<file path="src/rtl/wpf_pkg.sv">
package wpf_pkg;
  localparam int WPF_ADDR_W = 8;
  localparam int WPF_TAG_W  = 4;

  // Upper nibble of the address byte.
  function automatic logic [WPF_TAG_W-1:0] wpf_tag(input logic [WPF_ADDR_W-1:0] a);
    return a[WPF_ADDR_W-1 -: WPF_TAG_W];
  endfunction

  // Bit 0 low means write direction.
  function automatic logic wpf_is_write(input logic [WPF_ADDR_W-1:0] a);
    return ~a[0];
  endfunction

  // A write aimed at the protected window.
  function automatic logic wpf_protected(input logic [WPF_ADDR_W-1:0] a,
                                         input logic [WPF_TAG_W-1:0]  win);
    return (wpf_tag(a) == win) && wpf_is_write(a);
  endfunction
endpackage

</file>
<file path="src/rtl/wpf_window_match.sv">
module wpf_window_match
  import wpf_pkg::*;
#(
  parameter logic [WPF_TAG_W-1:0] WIN_TAG = 4'hA
) (
  input  logic [WPF_ADDR_W-1:0] addr_byte,
  output logic                  hit
);
  always_comb hit = wpf_protected(addr_byte, WIN_TAG);
endmodule

</file>
<file path="src/rtl/wpf_lock_reg.sv">
module wpf_lock_reg (
  input  logic clk,
  input  logic rst_n,
  input  logic wr,
  input  logic wdata,
  output logic lock_q
);
  // Only a 0 -> 1 transition is ever honoured.
  logic set_w;
  assign set_w = wr & wdata;

  always_ff @(posedge clk or negedge rst_n) begin
    if (!rst_n)     lock_q <= 1'b0;
    else if (set_w) lock_q <= 1'b1;
  end
endmodule

</file>
<file path="src/rtl/wpf_err_sticky.sv">
module wpf_err_sticky (
  input  logic clk,
  input  logic rst_n,
  input  logic set,
  input  logic clr,
  output logic err_q
);
  // A set in the same cycle as a clear wins.
  always_ff @(posedge clk or negedge rst_n) begin
    if (!rst_n)   err_q <= 1'b0;
    else if (set) err_q <= 1'b1;
    else if (clr) err_q <= 1'b0;
  end
endmodule

</file>
<file path="src/rtl/wpf_filter.sv">
module wpf_filter
  import wpf_pkg::*;
#(
  parameter logic [WPF_TAG_W-1:0] WIN_TAG = 4'hA
) (
  input  logic                  clk,
  input  logic                  rst_n,
  input  logic                  start_req,
  input  logic [WPF_ADDR_W-1:0] addr_byte,
  input  logic                  lock_wr,
  input  logic                  lock_wdata,
  input  logic                  err_wr,
  input  logic                  err_wdata,
  output logic                  grant,
  output logic                  deny,
  output logic                  lock_state,
  output logic                  spd_err
);
  // Named internal events, also used by the checker.
  logic win_hit_w;
  logic viol_w;
  logic pass_w;
  logic err_clr_w;

  wpf_window_match #(.WIN_TAG(WIN_TAG)) u_match (
    .addr_byte (addr_byte),
    .hit       (win_hit_w)
  );

  wpf_lock_reg u_lock (
    .clk    (clk),
    .rst_n  (rst_n),
    .wr     (lock_wr),
    .wdata  (lock_wdata),
    .lock_q (lock_state)
  );

  assign viol_w    = start_req & lock_state & win_hit_w;
  assign pass_w    = start_req & ~viol_w;
  assign err_clr_w = err_wr & err_wdata;

  wpf_err_sticky u_err (
    .clk   (clk),
    .rst_n (rst_n),
    .set   (viol_w),
    .clr   (err_clr_w),
    .err_q (spd_err)
  );

  always_ff @(posedge clk or negedge rst_n) begin
    if (!rst_n) begin
      grant <= 1'b0;
      deny  <= 1'b0;
    end else begin
      grant <= pass_w;
      deny  <= viol_w;
    end
  end
endmodule

</file>
<file path="config.mk">
export PLATFORM = sky130hd
export DESIGN_NAME = wpf_filter
export DESIGN_NICKNAME = d
export VERILOG_FILES = /design/src/rtl/wpf_pkg.sv /design/src/rtl/wpf_window_match.sv /design/src/rtl/wpf_lock_reg.sv /design/src/rtl/wpf_err_sticky.sv /design/src/rtl/wpf_filter.sv
export SDC_FILE = /design/constraint.sdc
export NUM_CORES = 1
export LEC_CHECK = 0
export ABC_CLOCK_PERIOD_IN_PS = 1500
export BUFFER_PORTS_ARGS = -buffer_cell sky130_fd_sc_hd__buf_2
export CORE_AREA = 2 2 39 41
export CTS_CLUSTER_SIZE = 25
export DETAILED_ROUTE_END_ITERATION = 8
export DIE_AREA = 0 0 41 43
export GPL_TIMING_DRIVEN = 0
export PLACE_DENSITY = 0.44
export SYNTH_ARGS = -nofsm -noshare
export SYNTH_HDL_FRONTEND = slang
export SYNTH_SLANG_ARGS = --single-unit
</file>
<file path="constraint.sdc">
create_clock -name clk -period 1.5 [get_ports clk]
set_input_delay 0.3 -clock clk [delete_from_list [all_inputs] [get_ports clk]]
set_output_delay 0.3 -clock clk [all_outputs]
set_load 0.005 [all_outputs]
</file>
# [Word level (Yosys, flattened, before mapping)]
# Index checks and enable logic that the tools add are counted.
[op_classes] eq_ne=1 muxes=2 bitwise=7 reduce_logical=2
[op_table] operator="1-bit AND" count=5
[op_table] operator="4-bit equality test, second input constant" count=1
[op_table] operator="1-bit 2-to-1 mux" count=2
[op_table] operator="1-bit NOT" count=2
[op_table] operator="2-bit nonzero test" count=1
[op_table] operator="1-bit logical AND" count=1
[word_totals] register_bits=4 inputBits=15 out_inout_bits=4 wordCells=16

# [Longest topological paths before layout]
[depth] depth_word=5 ltp_mapped=2 depth_no_buf=2

# [Cells and area by module]
# A second synthesis with hierarchy kept.
[unflattened] hier_cells=12 area_unflattened_um2=156.4
[modules_own_cells] mod="wpf_filter" instances=1 cells_each=5 area_each_um2=73.8 seq_area_each_um2=50.0
[modules_own_cells] mod="wpf_err_sticky" instances=1 cells_each=3 area_each_um2=36.3 seq_area_each_um2=25.0
[modules_own_cells] mod="wpf_lock_reg" instances=1 cells_each=2 area_each_um2=32.5 seq_area_each_um2=25.0
[modules_own_cells] mod="wpf_window_match" instances=1 cells_each=2 area_each_um2=13.8 seq_area_each_um2=0.0

# [Least setup slack after synthesis]
# Ideal clock, no wire load.
[synth_timing] kind="reg-to-reg" from="register u_lock.lock_q" to="register grant" setup_ps=124 arrival_ps=751 required_ps=1376 path_slack_ps=625 path_stages_with_launch=3 n_path_buf=0 synth_period_minus_slack_ps=875 cell_sequence="dfrtp_1 nand4bb_4 o31a_1"
[synth_between] elab_chain_cells=4
[synth_rtl] item="start, declared" line="wpf_lock_reg.sv:6" text="output logic lock_q"
[synth_rtl] item="start signal, assigned" line="wpf_lock_reg.sv:13" text="if (!rst_n) lock_q <= 1'b0;"
[synth_rtl] item="start signal, assigned" line="wpf_lock_reg.sv:14" text="else if (set_w) lock_q <= 1'b1;"
[synth_rtl] item="1-bit AND (2 in series)" line="wpf_filter.sv:38" text="assign viol_w = start_req & lock_state & win_hit_w;"
[synth_rtl] item="1-bit NOT" line="wpf_filter.sv:39" text="assign pass_w = start_req & ~viol_w;"
[synth_rtl] item="1-bit AND" line="wpf_filter.sv:39"
[synth_rtl] item="net pass_w" line="wpf_filter.sv:22" text="logic pass_w;"
[synth_rtl] item="end signal, assigned" line="wpf_filter.sv:55" text="grant <= pass_w;"
[synth_rtl] item="end, declared" line="wpf_filter.sv:14" text="output logic grant,"
# The timed path passes the listed nets, and every way through them passes these cells.
# A chain may end at the register's enable or synchronous reset.

# [Worst setup path after layout]
[layout_timing] from="register u_lock.lock_q" to="output lock_state"
[layout_lines] item="end, declared" line="wpf_filter.sv:16" text="output logic lock_state,"
# No word-level cell between the ends.

==> metrics <==
part of the power in the clock network 0.476; Fill cells 148; share of cells above drive strength 1 0.613; top-count cell post-synth dfrtp_1; switching power 0.0537 mW; clock latency on the worst-skew pair 230 ps; Setup Fix Bufs, Post-CTS 0; chip height 43 µm; Nets 48; crit path cell chain buf_2; Initial Util 0.124; DRT Pass-1 Iters 2; Cell Count, Final, Fillers Out 47; Clock Skew 0.978 ps; CP top delay family flip-flops; area delta synth->final 74.5%; Final Worst Setup Slack 408 ps; worst-path fanout max 3; vias 156; Synth Net Count 27; post-synthesis cell area 171 µm²; pin count of the biggest net entering global routing 5; RSZ-0062 raised after global routing false; P_int 0.221 mW; maximum clock rate 916 MHz; main area contributors after synthesis dfrtp_1 (58%), nand4bb_4 (16%), o2bb2ai_1 (5.1%); vias in the first global route 138; worst hold margin 274 ps; Worst path slowest cell dfrtp_1; final wirelength 386 µm; die area 0.00176 mm²; initial DRC count 5; Synth Flop Type dfrtp_1; #FFs+latches synth 4; final setup TNS 0 ps; wire per inst 8.21 µm; CTS Buf Count 3; GPL Wtd Cong 0.580; Gate Count Post-Synth 12; Final Hold Fails 0; Clock transition at path regs 40 ps; max-cap viol count 0; Sequential Power Share 0.409; Critical Path AT 790 ps; synthesized area per cell 14.3 µm²; crit share post-route 0.728; ANT cells 0; IO buf count 15; sw frac 0.195; DRC 0; Comb power frac 0.116; first-pass GRT wire length 572 µm; Root Driver clkbuf_4; TritonCTS clock tree yes; Final Util 0.216; Vias/cell 3.32; antenna violations before repair 0; Bufs and invs on worst path 1; CTS hold repair buffers 1; Tot Pwr 0.275 mW; crit path launch type flop; post-synth top area cell dfrtp_1; Final Cell Area 299 µm²; min cycle time layout 1090 ps; Core ar. 0.00138 mm²; setup violators final 0; post-synth top area share 0.584; Post-DRT Antenna Nets 0; placed instance count 43; CTS H-tree lvls 1; # clock sinks 4; worst hold path type in -> reg; Post-DP Area 267 µm²; CTS max path bufs 2; Rel. slew slack 0.890; count of flip-flops with a built-in enable after synthesis 0; Crit Path Category reg -> out; ys async rst share 1.00; leakage power 0.147 nW; Required @ worst endpoint 1200 ps; synth unique cells 9; post-place setup slack 508 ps; post-CTS resize count 0; Pwr Density 919 mW/mm²; Ports 19; VDD IR max 0.000200 V; synth warn 0; sequential area share after synthesis 0.584; fin. max-slew vios 0; Least-Margin Pin Slew 165 ps; Setup crit end kind primary output; Site Rows 14; Congestion Overflow GR 0; Critical Path Max Stage Delay 410 ps; DIE WIDTH 41 µm; outcome finished clean; gr usage total 0.0595
final timing paths:
check | slack [ps] | cells after the start | endpoint | startpoint
min in group asynchronous | 410 | 2 | deny | rst_n
worst min-delay path | 270 | 2 | u_lock.lock_q | lock_wdata
worst max register to register | 580 | 2 | grant | u_lock.lock_q
worst min register to register | 490 | 1 | u_err.err_q | u_err.err_q
worst max-delay path | 410 | 1 | lock_state | u_lock.lock_q
max in group asynchronous | 980 | 2 | u_err.err_q | rst_n
power by group through the flow:
stage | logic [mW] | clock network [mW] | registers [mW]
floorplan | 0.00900 | 0 | 0.114
global placement | 0.0300 | 0 | 0.114
detailed placement | 0.0301 | 0 | 0.114
CTS | 0.0322 | 0.139 | 0.113
global route | 0.0352 | 0.150 | 0.113
finish | 0.0318 | 0.131 | 0.112
kinds of logic after synthesis:
logic type | Yosys count | synth area share
simple gates | 4 | 0.248
flops | 4 | 0.584
compound gates | 3 | 0.146
buf+inv | 1 | 0.0219
registers in the layout, indices dropped and copies added, names as in the netlist:
register / flops
deny: 1
grant: 1
u_err.err_q: 1
u_lock.lock_q: 1
per-layer routing:
layer / wire (µm) / GRT usage / share of wire / vias up
li1: - / - / - / 82
met1: 183 / 0.0686 / 0.47 / 58
met2: 120 / 0.0531 / 0.31 / 16
met3: 82 / 0.0471 / 0.21 / 0
met4: 0 / 0.0800 / 0 / 0
met5: 0 / 0 / 0 / -
area by class of cell:
cell class | count | area, µm² | share of cell area
Inverter | 1 | 3.75 | 0.0126
Sequential cell | 4 | 100 | 0.335
Timing Repair Buffer | 16 | 85.1 | 0.285
Tap cell | 16 | 20.0 | 0.0669
Multi-Input combinational cell | 7 | 67.6 | 0.226
Clock buffer | 3 | 22.5 | 0.0753
cell usage in the layout (no fill, tap or decap):
master | Yosys | routed
a21o_1 | 1 | 1
buf_2 | 0 | 15
clkbuf_4 | 0 | 3
dfrtp_1 | 4 | 4
dlygate4sd3_1 | 0 | 1
inv_1 | 1 | 1
nand2_1 | 1 | 1
nand3b_1 | 1 | 1
nand4bb_4 | 1 | 1
nor2_1 | 1 | 1
o2bb2ai_1 | 1 | 1
o31a_1 | 1 | 1
Note: power is estimated with default switching activity, not from simulation.
